File: config.mk
export PLATFORM = sky130hd
export DESIGN_NAME = idcrc_ctrl
export DESIGN_NICKNAME = d
export VERILOG_FILES = /design/src/rtl/idcrc_pkg.sv /design/src/rtl/idcrc_ctrl.sv
export SDC_FILE = /design/constraint.sdc
export NUM_CORES = 1
export LEC_CHECK = 0
export ABC_CLOCK_PERIOD_IN_PS = 2600
export BUFFER_PORTS_ARGS = -buffer_cell sky130_fd_sc_hd__buf_2
export CAP_MARGIN = 20
export CELL_PAD_IN_SITES_DETAIL_PLACEMENT = 1
export CELL_PAD_IN_SITES_GLOBAL_PLACEMENT = 2
export CORE_UTILIZATION = 31
export CTS_BUF_LIST = sky130_fd_sc_hd__clkbuf_8
export CTS_CLUSTER_DIAMETER = 150
export DETAILED_ROUTE_END_ITERATION = 8
export GPL_TIMING_DRIVEN = 0
export PLACE_DENSITY_LB_ADDON = 0.12
export SYNTH_ARGS = -nofsm -noshare
export SYNTH_HDL_FRONTEND = slang
export SYNTH_SLANG_ARGS = --single-unit
File: constraint.sdc
create_clock -name clk -period 2.6 [get_ports clk]
set_input_delay 0.13 -clock clk [delete_from_list [all_inputs] [get_ports clk]]
set_output_delay 0.13 -clock clk [all_outputs]
set_load 0.02 [all_outputs]
File: src/rtl/idcrc_pkg.sv
package idcrc_pkg;
    typedef enum logic [1:0] {
        S_IDLE = 2'd0,
        S_BODY = 2'd1,
        S_TAIL = 2'd2,
        S_DONE = 2'd3
    } idcrc_state_e;
endpackage

File: src/rtl/idcrc_ctrl.sv
module idcrc_ctrl
    import idcrc_pkg::*;
#(
    parameter int ID_BITS  = 64,
    parameter int CRC_BITS = 8
) (
    input  logic clk,
    input  logic rst_n,
    input  logic start_i,
    input  logic bit_valid_i,
    output logic clr_o,
    output logic shift_en_o,
    output logic crc_en_o,
    output logic last_o,
    output logic done_o
);
    localparam int DATA_BITS = ID_BITS - CRC_BITS;
    localparam int CW        = $clog2(ID_BITS);
    localparam logic [CW-1:0] BODY_LAST  = CW'(DATA_BITS - 1);
    localparam logic [CW-1:0] FRAME_LAST = CW'(ID_BITS - 1);

    idcrc_state_e state_q, state_d;
    logic [CW-1:0] cnt_q;
    logic          accept;

    assign accept = bit_valid_i && !start_i &&
                    ((state_q == S_BODY) || (state_q == S_TAIL));

    always_comb begin
        state_d = state_q;
        unique case (state_q)
            S_IDLE: if (start_i) state_d = S_BODY;
            S_BODY: begin
                if (start_i)                              state_d = S_BODY;
                else if (accept && cnt_q == BODY_LAST)    state_d = S_TAIL;
            end
            S_TAIL: begin
                if (start_i)                              state_d = S_BODY;
                else if (accept && cnt_q == FRAME_LAST)   state_d = S_DONE;
            end
            S_DONE: state_d = start_i ? S_BODY : S_IDLE;
        endcase
    end

    always_ff @(posedge clk or negedge rst_n) begin
        if (!rst_n)
            state_q <= S_IDLE;
        else
            state_q <= state_d;
    end

    always_ff @(posedge clk or negedge rst_n) begin
        if (!rst_n)
            cnt_q <= '0;
        else if (start_i)
            cnt_q <= '0;
        else if (accept)
            cnt_q <= cnt_q + 1'b1;
    end

    always_comb begin
        clr_o      = start_i;
        shift_en_o = accept;
        crc_en_o   = accept && (state_q == S_BODY);
        last_o     = accept && (state_q == S_TAIL) && (cnt_q == FRAME_LAST);
        done_o     = (state_q == S_DONE);
    end
endmodule

==> results of run 1 <==
==> cell type report <==
cell class	count	area [um^2]
multi-input combinational	39	284.0
tap	16	20.02
buffer	3	16.27
fill	187	909.6
inverter	2	7.507
clock buffer	3	41.29
timing repair buffer	8	45.04
sequential	8	200.2
==> worst max-delay path, stage by stage, from the launching register on <==
cell and delay, ns:
dfrtp_1 0.40, inv_1 0.08, ha_1 0.30, nand2_1 0.12
nor4_2 0.41, o21ai_0 0.13, a21o_1 0.17
==> kinds of logic after synthesis <==
family                     count (synthesis)  share of synthesized area
and+or+nand+nor                           25                     0.2857
DFF                                        8                     0.3941
xor gates and xnor gates                   5                    0.08620
buffers and inverters                      5                    0.04679
adders and majority gates                  5                     0.1232
AOI/OAI and AO/OA                          3                    0.03447
muxes                                      1                    0.02955
==> cells in the final DEF (no fill, tap or decap), types with 2 or more instances in the layout <==
| master | synthesis | routed |
|---|---|---|
| buf_2 | 1 | 8 |
| and2_1 | 2 | 2 |
| nor2_1 | 7 | 7 |
| nand2_1 | 5 | 5 |
| clkbuf_8 | 0 | 3 |
| xor2_1 | 4 | 4 |
| ha_1 | 5 | 5 |
| dfrtp_1 | 8 | 8 |
| inv_1 | 2 | 2 |
| nor3_1 | 3 | 3 |
| nand4_1 | 2 | 2 |
==> per-layer routing <==
metal  vias to the layer above  global-route usage
li1                        194                   -
met2                         9              0.2031
met3                         2             0.06466
met1                       184              0.1743
met5                         -                   0
met4                         0             0.05625
==> worst min path at each step <==
stage,startpoint,endpoint,slack [ns]
final,start_i,cnt_q[1],0.22
after global routing,start_i,cnt_q[0],0.24
after CTS,start_i,cnt_q[1],0.21
after detailed placement,rst_n,cnt_q[4],-0.02
after global placement,rst_n,cnt_q[4],-0.009
after floorplan,rst_n,cnt_q[0],-0.17
==> power groups by stage <==
stage | combinational, uW | sequential, uW | clock, uW
2_1_floorplan | 30.6 | 136 | 0
3_3_place_gp | 43.9 | 137 | 0
3_5_place_dp | 43.2 | 137 | 0
4_1_cts | 45.7 | 136 | 155
5_1_grt | 50.6 | 137 | 160
6_report | 44.4 | 136 | 150
==> per-stage QoR <==
step / cell area (um^2) / util / power, uW / worst slack (ns) / cells
6_report: 614.3 / 0.4031 / 329.4 / 0.8796 / 79
5_1_grt: 614.3 / 0.4031 / 346.8 / 0.5969 / 79
4_1_cts: 614.3 / 0.4031 / 336.5 / 0.8472 / 79
3_5_place_dp: 563.0 / 0.3695 / 180.6 / 0.8586 / 75
3_3_place_gp: 563.0 / 0.3695 / 181.0 / 0.8672 / 75
2_1_floorplan: 508.0 / - / 166.6 / 1.048 / 52
==> state kept, by name, indices dropped and copies added (netlist names) <==
signal	flops
cnt_q	6
state_q	2
==> results.tsv, run 1 <==
stage	metric	value	unit
outcome	status	complete, no violations	
power_and_ir_drop	leakagePower	0.0003225	uW
timing	drv_slew	0	
floorplanning	die_height	42.48	um
route	route.detailed.wl_per_inst	13.08	um
clock_tree	clock_latency	0.23	ns
power_and_ir_drop	clockPowerShare	0.454	
flow_run	drv_cap	0	
setup_path	path_class	reg2reg	
min_path	hold_depth	2	
setup_path	endpoint	state_q[0]	
global_routing	track_usage	0.1384	
logic_synthesis	yosys-top-cells-area	dfrtp_1, ha_1, xor2_1, nor2_1, nand4b_4	
power_and_ir_drop	irDropWorstVdd	377.4	uV
route	wl_met3	63	um
setup_path	reg2reg_to	state_q[0]	
logic_synthesis	yosysMostFrequentCell	dfrtp_1	
power_and_ir_drop	p_int	249.3	uW
global_routing	grt_pass1_wl	1.738	mm
timing	rsz0062_at_grt	no	
setup_path	worstPathRequired	2.72	ns
power_and_ir_drop	pwr-share-comb	0.135	
placed_design	place_congestion	0.6616	
min_path	min_path_type	in2reg	
route	vias	389	
global_routing	grt_pass1_vias	400	
clock_tree	cts_tree	built	
clock_tree	ctsResizeCount	0	
timing	maxSlewHeadroom	0.7593	
final_layout	drive_gt1_frac	0.2381	
setup_path	reg2reg_slack	0.88	ns
clock_tree	post-cts-setup-buffers	0	
floorplanning	die_w	42.48	um
logic_synthesis	ys_seq_area_frac	0.3941	
logic_synthesis	synth_top_area_frac	0.3941	
logic_synthesis	synthTopCellsByCount	dfrtp_1, nor2_1, ha_1, nand2_1, xor2_1	
clock_tree	cts_inserted_buffers	3	
floorplanning	initial_core_util	0.3333	
clock_tree	path_clk_slew	0.04	ns
setup_path	crit_start	state_q[0]	
floorplanning	dieArea	1805	um^2
timing	hold_viol_final	0	
route	vias_per_cell	4.924	
logic_synthesis	synth-main-ff-cell	dfrtp_1	
logic_synthesis	syn_area_per_cell	9.769	um^2
floorplanning	std_cell_rows	14	
global_routing	antenna_found_initial	0	
route	final_antenna_net_count	0	
route	highest_layer	met4	
setup_path	critPathLaunchType	register	
timing	fin_crit	1.720	ns
floorplanning	ioPinCount	9	
logic_synthesis	synth_seq_cells	8	
clock_tree	cts.sinks	8	
route	met2_wirelength	462	um
power_and_ir_drop	seqPwrFrac	0.411	
logic_synthesis	ys_types	23	
global_routing	grt_start_max_net_pins	11	
timing	skew	0.002138	ns
logic_synthesis	synth_area	508.0	um^2
setup_path	worstRegToRegCells	6	
setup_path	endpoint_kind	register	
power_and_ir_drop	powerDensity	536.2	nW/um^2
route	drt-pass1-iter-count	2	
route	drcViolationCount	0	
timing	worstMarginPinSlew	0.3582	ns
logic_synthesis	synth_edf_count	0	
timing	setup_viol	0	
clock_tree	clockBufferDepth	2	
setup_path	timing.rr.start	state_q[0]	
route	routed_wl	1.033	mm
timing	whs	0.2176	ns
placed_design	hpwl	760.4	um
clock_tree	ctsHoldBuffers	1	
global_routing	overflow	0	
timing	period_share	0.6617	
setup_path	worstPathArrival	1.84	ns
timing	tns	0	ns
power_and_ir_drop	power_switching	80.13	uW
route	wl_met1	495	um
setup_path	crit_path_max_fanout	5	
placed_design	portBuffers	7	
floorplanning	coreArea	1524	um^2
logic_synthesis	syn_nets	61	
logic_synthesis	syn_inst	52	
logic_synthesis	async_reset_ff_frac	1.000	
power_and_ir_drop	p_sw_frac	0.2432	
logic_synthesis	ys_warn_count	0	
route	drt_iter0_drc	6	
final_layout	area_growth	20.94	%
timing	fmax	581.3	MHz
clock_tree	htree_levels	1	
logic_synthesis	yosysTopAreaCell	dfrtp_1	
final_layout	finalNetCount	74	
clock_tree	cts-root-buf	clkbuf_8	
final_layout	num_antenna_cells	0	
No activity file was read; power rests on OpenSTA's default activity.
==> inputs of run 2 (changes only) <==
--- a/config.mk
+++ b/config.mk
@@ -5,12 +5,13 @@
 export SDC_FILE = /design/constraint.sdc
 export NUM_CORES = 1
 export LEC_CHECK = 0
-export ABC_CLOCK_PERIOD_IN_PS = 2600
+export ABC_AREA = 1
+export ABC_CLOCK_PERIOD_IN_PS = 1500
 export BUFFER_PORTS_ARGS = -buffer_cell sky130_fd_sc_hd__buf_2
 export CAP_MARGIN = 20
 export CELL_PAD_IN_SITES_DETAIL_PLACEMENT = 1
 export CELL_PAD_IN_SITES_GLOBAL_PLACEMENT = 2
-export CORE_UTILIZATION = 31
+export CORE_UTILIZATION = 29
 export CTS_BUF_LIST = sky130_fd_sc_hd__clkbuf_8
 export CTS_CLUSTER_DIAMETER = 150
 export DETAILED_ROUTE_END_ITERATION = 8
==> constraint.sdc (replaced) <==
create_clock -name clk -period 1.5 [get_ports clk]
set_input_delay 0.075 -clock clk [delete_from_list [all_inputs] [get_ports clk]]
set_output_delay 0.075 -clock clk [all_outputs]
set_load 0.02 [all_outputs]
==> run 2 against run 1 <==
Net effect:
- the run now ends with setup timing left
- synthesized cell count up 38%
- via count up 34%
- area after synthesis up 8.4%
- wire length up 44%
- register-to-register slack worse by 0.89 ns
- non-clock buffer count up 8
- global-route usage up 2.7 points
- hold slack worse by 0.10 ns
- sequential cell count unchanged
- sequential share of layout area down 7.0 points
- final area up 27%
- critical endpoint is now last_o
- largest power group is now combinational cells
==> results.tsv, run 2 <==
stage	metric	value	unit
placed_design	hpwl	979.5	um
floorplanning	dieArea	2077	um^2
timing	skew	0.003362	ns
global_routing	grt_start_max_net_pins	9	
route	vias	522	
clock_tree	cts.sinks	8	
final_layout	largest_reg_flops	6	
logic_synthesis	synth_area	550.5	um^2
route	route.detailed.wl_per_inst	12.63	um
timing	setup_slack	-0.01965	ns
timing	fmax	658.0	MHz
floorplanning	initial_core_util	0.3154	
final_layout	n_fill_cell	225	
min_path	min_path_type	in2reg	
setup_path	timing.rr.start	state_q[0]	
setup_path	critPathLaunchType	register	
final_layout	drive_gt1_frac	0.3656	
logic_synthesis	yosys-top-cells-area	dfrtp_1, ha_1, inv_1, nand2_1, nor2_1	
logic_synthesis	ys_seq_area_frac	0.3636	
timing	rsz0062_at_grt	yes	
route	highest_layer	met4	
clock_tree	clock_latency	0.23	ns
power_and_ir_drop	total_power	1102	uW
logic_synthesis	async_reset_ff_frac	1.000	
setup_path	path_class	reg2out	
clock_tree	cts_tree	built	
clock_tree	path_clk_slew	0.04	ns
floorplanning	std_cell_rows	15	
setup_path	worstPathArrival	1.44	ns
global_routing	antenna_found_initial	0	
logic_synthesis	synth_edf_count	0	
route	routed_wl	1.490	mm
logic_synthesis	ys_types	16	
clock_tree	clockBufferDepth	2	
final_layout	regArea	200.2	um^2
global_routing	grt_pass1_vias	511	
route	drt_iter0_drc	1	
floorplanning	ioPinCount	9	
clock_tree	cts-root-buf	clkbuf_8	
setup_path	critical_path.top_delay_family	flip-flops	
setup_path	endpoint_kind	output pin	
route	drt-pass1-iter-count	2	
logic_synthesis	syn_inst	72	
final_layout	finalNetCount	104	
setup_path	reg2reg_slack	-0.01	ns
floorplanning	coreArea	1745	um^2
logic_synthesis	yosysTopAreaCell	dfrtp_1	
timing	maxSlewHeadroom	0.8689	
clock_tree	cts_inserted_buffers	3	
final_layout	final_common_cell	nand2_1	
global_routing	overflow	0	
clock_tree	htree_levels	1	
global_routing	grt_pass1_wl	2.311	mm
outcome	violations	setup timing	
timing	whs	0.1136	ns
logic_synthesis	ys_warn_count	0	
min_path	hp-start	start_i	
min_path	hold_depth	2	
route	final_antenna_net_count	0	
placed_design	dpl_worst_slack	-0.1558	ns
placed_design	place_congestion	0.6965	
setup_path	crit_start	state_q[0]	
route	drcViolationCount	0	
logic_synthesis	synth_seq_cells	8	
setup_path	critPathSlowestCell	dfrtp_1	
setup_path	reg2reg_to	state_q[0]	
final_layout	multiInputGateArea	324.1	um^2
route	met2_wirelength	763	um
setup_path	worstRegToRegCells	10	
timing	fin_crit	1.520	ns
timing	worstMarginPinSlew	0.1966	ns
power_and_ir_drop	irDropWorstVdd	914.1	uV
placed_design	portBuffers	8	
route	vias_per_cell	4.424	
final_layout	final_util	0.4480	
setup_path	slowest_delay	0.37	ns
global_routing	track_usage	0.1656	
floorplanning	die_w	45.57	um
timing	drv_slew	0	
logic_synthesis	syn_area_per_cell	7.646	um^2
min_path	holdPathEnd	cnt_q[4]	
outcome	status	finished, violations left	
timing	period_share	1.013	
route	wl_met1	670	um
logic_synthesis	synth_top_area_frac	0.3636	
timing	hold_viol_final	0	
setup_path	crit_path_max_fanout	4	
setup_path	timing.critical_path.buf_inv	2	
final_layout	final_cell_mix	nand2_1, buf_4, inv_1	
setup_path	worstPathRequired	1.42	ns
logic_synthesis	synth-main-ff-cell	dfrtp_1	
floorplanning	die_height	45.57	um
flow_run	drv_cap	0	
final_layout	num_antenna_cells	0	
route	wl_met3	46	um
final_layout	top_regs	cnt_q (6), state_q (2)	
logic_synthesis	synthTopCellsByCount	inv_1, nand2_1, nor2_1	
final_layout	regMostFlops	cnt_q	
power_and_ir_drop	leakagePower	0.0003854	uW
logic_synthesis	syn_nets	81	
timing	setup_viol	3	
power_and_ir_drop	powerDensity	1409	nW/um^2
final_layout	area_growth	42.05	%
setup_path	crit_path_cell_trace	inv_2, ha_4, nand2_4, nor2_4, nand2_2, nor2_1, buf_4	
run 2: final cells by class:
type,instances,area share
sequential,8,0.2560
timing repair buffer,18,0.1648
tap,25,0.04000
buffer,1,0.009600
clock buffer,3,0.05280
inverter,13,0.06240
multi-input combinational,50,0.4144
run 2: worst reg2reg max path: stages (launching register included):
cell and delay [ns]:
dfrtp_1 0.37, inv_2 0.07, ha_4 0.27, nand2_4 0.05, nor2_4 0.15, buf_6 0.13
nand3_2 0.08, nand2_2 0.10, nand3_2 0.08, nand2_1 0.07, nand2_1 0.04
run 2: stage by stage:
step                setup TNS [ns]  cell area [um^2]  instances
floorplan                -0.008766             550.5         72
global placement           -0.4246             621.8        105
detailed placement         -0.5470             621.8        105
CTS                        -0.1305             750.7        116
global route               -0.3720             782.0        118
finish                    -0.03460             782.0        118
run 2: cells by family (layout without fill, tap and decap cells):
family,Yosys count,after routing,share of synthesized area
AOI/OAI and AO/OA,7,7,0.06592
DFF,8,8,0.3636
adders and majority gates,5,5,0.1136
buffers and inverters,14,35,0.1023
and+or+nand+nor,36,36,0.3227
xor gates and xnor gates,2,2,0.03182
run 2: layer usage:
| layer | track usage | vias up |
|---|---|---|
| met2 | 0.2686 | 7 |
| met4 | 0.05455 | 0 |
| met5 | 0 | - |
| met1 | 0.1942 | 247 |
| met3 | 0.07143 | 2 |
| li1 | - | 266 |
run 2: timing repair:
action | 4_1_cts | 5_1_grt
hold buffers | 1 | 0
buffers inserted | 7 | 2
resized for setup | 7 | 4
pin swaps | 5 | 6
hold endpoints to repair | 8 | 0
setup endpoints to repair | 7 | 6
run 2: how the worst max path moves through the flow:
stage | to | depth (start not counted)
finish | last_o | 7
global placement | state_q[0] | 9
CTS | last_o | 7
detailed placement | state_q[0] | 9
global route | state_q[0] | 10
floorplan | state_q[0] | 9
run 2: power breakdown:
group	leakage [uW]	total (uW)	internal [uW]	switching [uW]
sequential	0.000107	287	257	30.1
combinational	0.000256	549	254	295
clock	0.0000216	266	174	91.1
==> inputs of run 3 (changes only) <==
--- a/config.mk
+++ b/config.mk
@@ -7,10 +7,11 @@
 export LEC_CHECK = 0
 export ABC_AREA = 1
 export ABC_CLOCK_PERIOD_IN_PS = 1500
-export BUFFER_PORTS_ARGS = -buffer_cell sky130_fd_sc_hd__buf_2
+export BUFFER_PORTS_ARGS = -buffer_cell sky130_fd_sc_hd__buf_4
 export CAP_MARGIN = 20
 export CELL_PAD_IN_SITES_DETAIL_PLACEMENT = 1
 export CELL_PAD_IN_SITES_GLOBAL_PLACEMENT = 2
+export CORE_ASPECT_RATIO = 1.25
 export CORE_UTILIZATION = 29
 export CTS_BUF_LIST = sky130_fd_sc_hd__clkbuf_8
 export CTS_CLUSTER_DIAMETER = 150
==> run 3 against run 2 <==
Net effect:
- the flow now finishes without violations
- sequential cell count is the same
- sequential power is essentially flat
- critical path depth is the same
- wire length shrank 17%
- core utilization shrank 1.3 points
- register-to-register slack gained 0.05 ns
- via count shrank 4.0%
- hold slack lost 0.051 ns
- final cell count shrank 5.9%
- combinational power shrank 4.7%
- clock skew grew 0.0022 ns
==> results.tsv, run 3 (same netlist as run 2, synthesis figures left out) <==
stage	metric	value	unit
outcome	status	complete, no violations	
placed_design	place_congestion	0.6858	
final_layout	finalNetCount	103	
min_path	min_path_type	in2reg	
timing	period_share	0.9950	
floorplanning	die_w	40.97	um
setup_path	critPathLaunchType	register	
clock_tree	cts_inserted_buffers	3	
final_layout	final_cell_mix	buf_4, nand2_1, inv_1	
route	final_antenna_net_count	0	
global_routing	overflow	0	
floorplanning	initial_core_util	0.3118	
timing	hold_viol_final	0	
timing	fmax	670.0	MHz
route	wl_met1	584	um
final_layout	regMostFlops	cnt_q	
route	drt-pass1-iter-count	2	
route	wl_met3	33	um
setup_path	crit_path_max_fanout	5	
final_layout	top_regs	cnt_q (6), state_q (2)	
route	drt_iter0_drc	3	
floorplanning	std_cell_rows	17	
final_layout	drive_gt1_frac	0.3478	
timing	skew	0.005589	ns
global_routing	grt_start_max_net_pins	9	
floorplanning	ioPinCount	9	
placed_design	dpl_worst_slack	-0.1090	ns
clock_tree	clock_latency	0.23	ns
power_and_ir_drop	irDropWorstVdd	555.1	uV
timing	whs	0.06283	ns
power_and_ir_drop	powerDensity	1390	nW/um^2
setup_path	path_class	reg2out	
timing	drv_slew	0	
timing	worstMarginPinSlew	0.2388	ns
final_layout	num_antenna_cells	0	
final_layout	final_common_cell	buf_4	
global_routing	track_usage	0.1537	
route	vias_per_cell	4.514	
floorplanning	die_height	50.72	um
setup_path	worstPathRequired	1.42	ns
clock_tree	cts.sinks	8	
route	drcViolationCount	0	
route	highest_layer	met4	
route	met2_wirelength	608	um
global_routing	antenna_found_initial	0	
clock_tree	path_clk_slew	0.04	ns
route	vias	501	
clock_tree	clockBufferDepth	2	
timing	rsz0062_at_grt	yes	
final_layout	area_growth	39.55	%
global_routing	grt_pass1_wl	2.063	mm
timing	tns	0	ns
global_routing	grt_pass1_vias	470	
timing	fin_crit	1.493	ns
route	route.detailed.wl_per_inst	11.18	um
timing	setup_slack	0.007430	ns
power_and_ir_drop	leakagePower	0.0003825	uW
timing	setup_viol	0	
placed_design	portBuffers	8	
route	routed_wl	1.241	mm
setup_path	endpoint_kind	output pin	
floorplanning	dieArea	2078	um^2
clock_tree	htree_levels	1	
clock_tree	cts_tree	built	
placed_design	hpwl	916.5	um
setup_path	worstPathArrival	1.42	ns
final_layout	n_fill_cell	234	
final_layout	largest_reg_flops	6	
flow_run	drv_cap	0	
timing	maxSlewHeadroom	0.8402	
floorplanning	coreArea	1765	um^2
clock_tree	cts-root-buf	clkbuf_8	
==> run 3: critical path, stage by stage, from the launching register on <==
cell	delay [ns]
dfrtp_1	0.36
inv_2	0.06
ha_4	0.27
nand2_4	0.05
nor2_4	0.15
nand2_2	0.08
nor2_1	0.08
buf_4	0.14
==> run 3: path summary, 6_finish.rpt <==
| kind | cells after the start | startpoint | slack, ns | to |
|---|---|---|---|---|
| hold reg to reg | 2 | cnt_q[5] | 0.53 | cnt_q[5] |
| setup reg to reg | 10 | state_q[0] | 0.04 | state_q[0] |
| max in group asynchronous | 2 | rst_n | 1.16 | state_q[0] |
| hold / removal | 2 | start_i | 0.06 | cnt_q[4] |
| min in group asynchronous | 2 | rst_n | 0.20 | cnt_q[3] |
| setup / recovery | 7 | state_q[0] | 0.007 | last_o |
==> run 3: stage by stage <==
stage,total power (uW),utilization,cells,cell area (um^2)
after floorplan,547.1,-,72,550.5
after global placement,652.1,0.3593,99,634.4
after detailed placement,654.3,0.3593,99,634.4
after CTS,1079,0.4309,110,760.7
after global routing,1159,0.4352,111,768.2
final,1068,0.4352,111,768.2
==> run 3: final cells by class <==
cell class | count | area [um^2] | share of cell area
inverter | 13 | 48.80 | 0.06352
timing repair buffer | 17 | 130.1 | 0.1694
tap | 19 | 23.77 | 0.03094
multi-input combinational | 50 | 316.6 | 0.4121
sequential | 8 | 200.2 | 0.2606
buffer | 1 | 7.507 | 0.009772
clock buffer | 3 | 41.29 | 0.05375
==> run 3: power breakdown <==
part | internal (uW) | switching (uW) | leakage, uW
sequential | 257 | 30.4 | 0.000107
clock | 174 | 83.9 | 0.0000216
combinational | 249 | 274 | 0.000253
total | 680 | 388 | 0.000382
==> run 3: timing repair <==
action / 4_1_cts / 5_1_grt
gates resized for setup: 6 / 0
endpoints found under the setup margin: 6 / 5
setup buffers: 7 / 1
endpoints found under the hold margin: 8 / 0
pin swaps: 5 / 3
hold buffers: 1 / 0
==> run 3: routing by layer <==
layer / vias up / GRT usage
met5: - / 0
met3: 2 / 0.05310
li1: 264 / -
met1: 230 / 0.1776
met4: 0 / 0.08333
met2: 5 / 0.2344
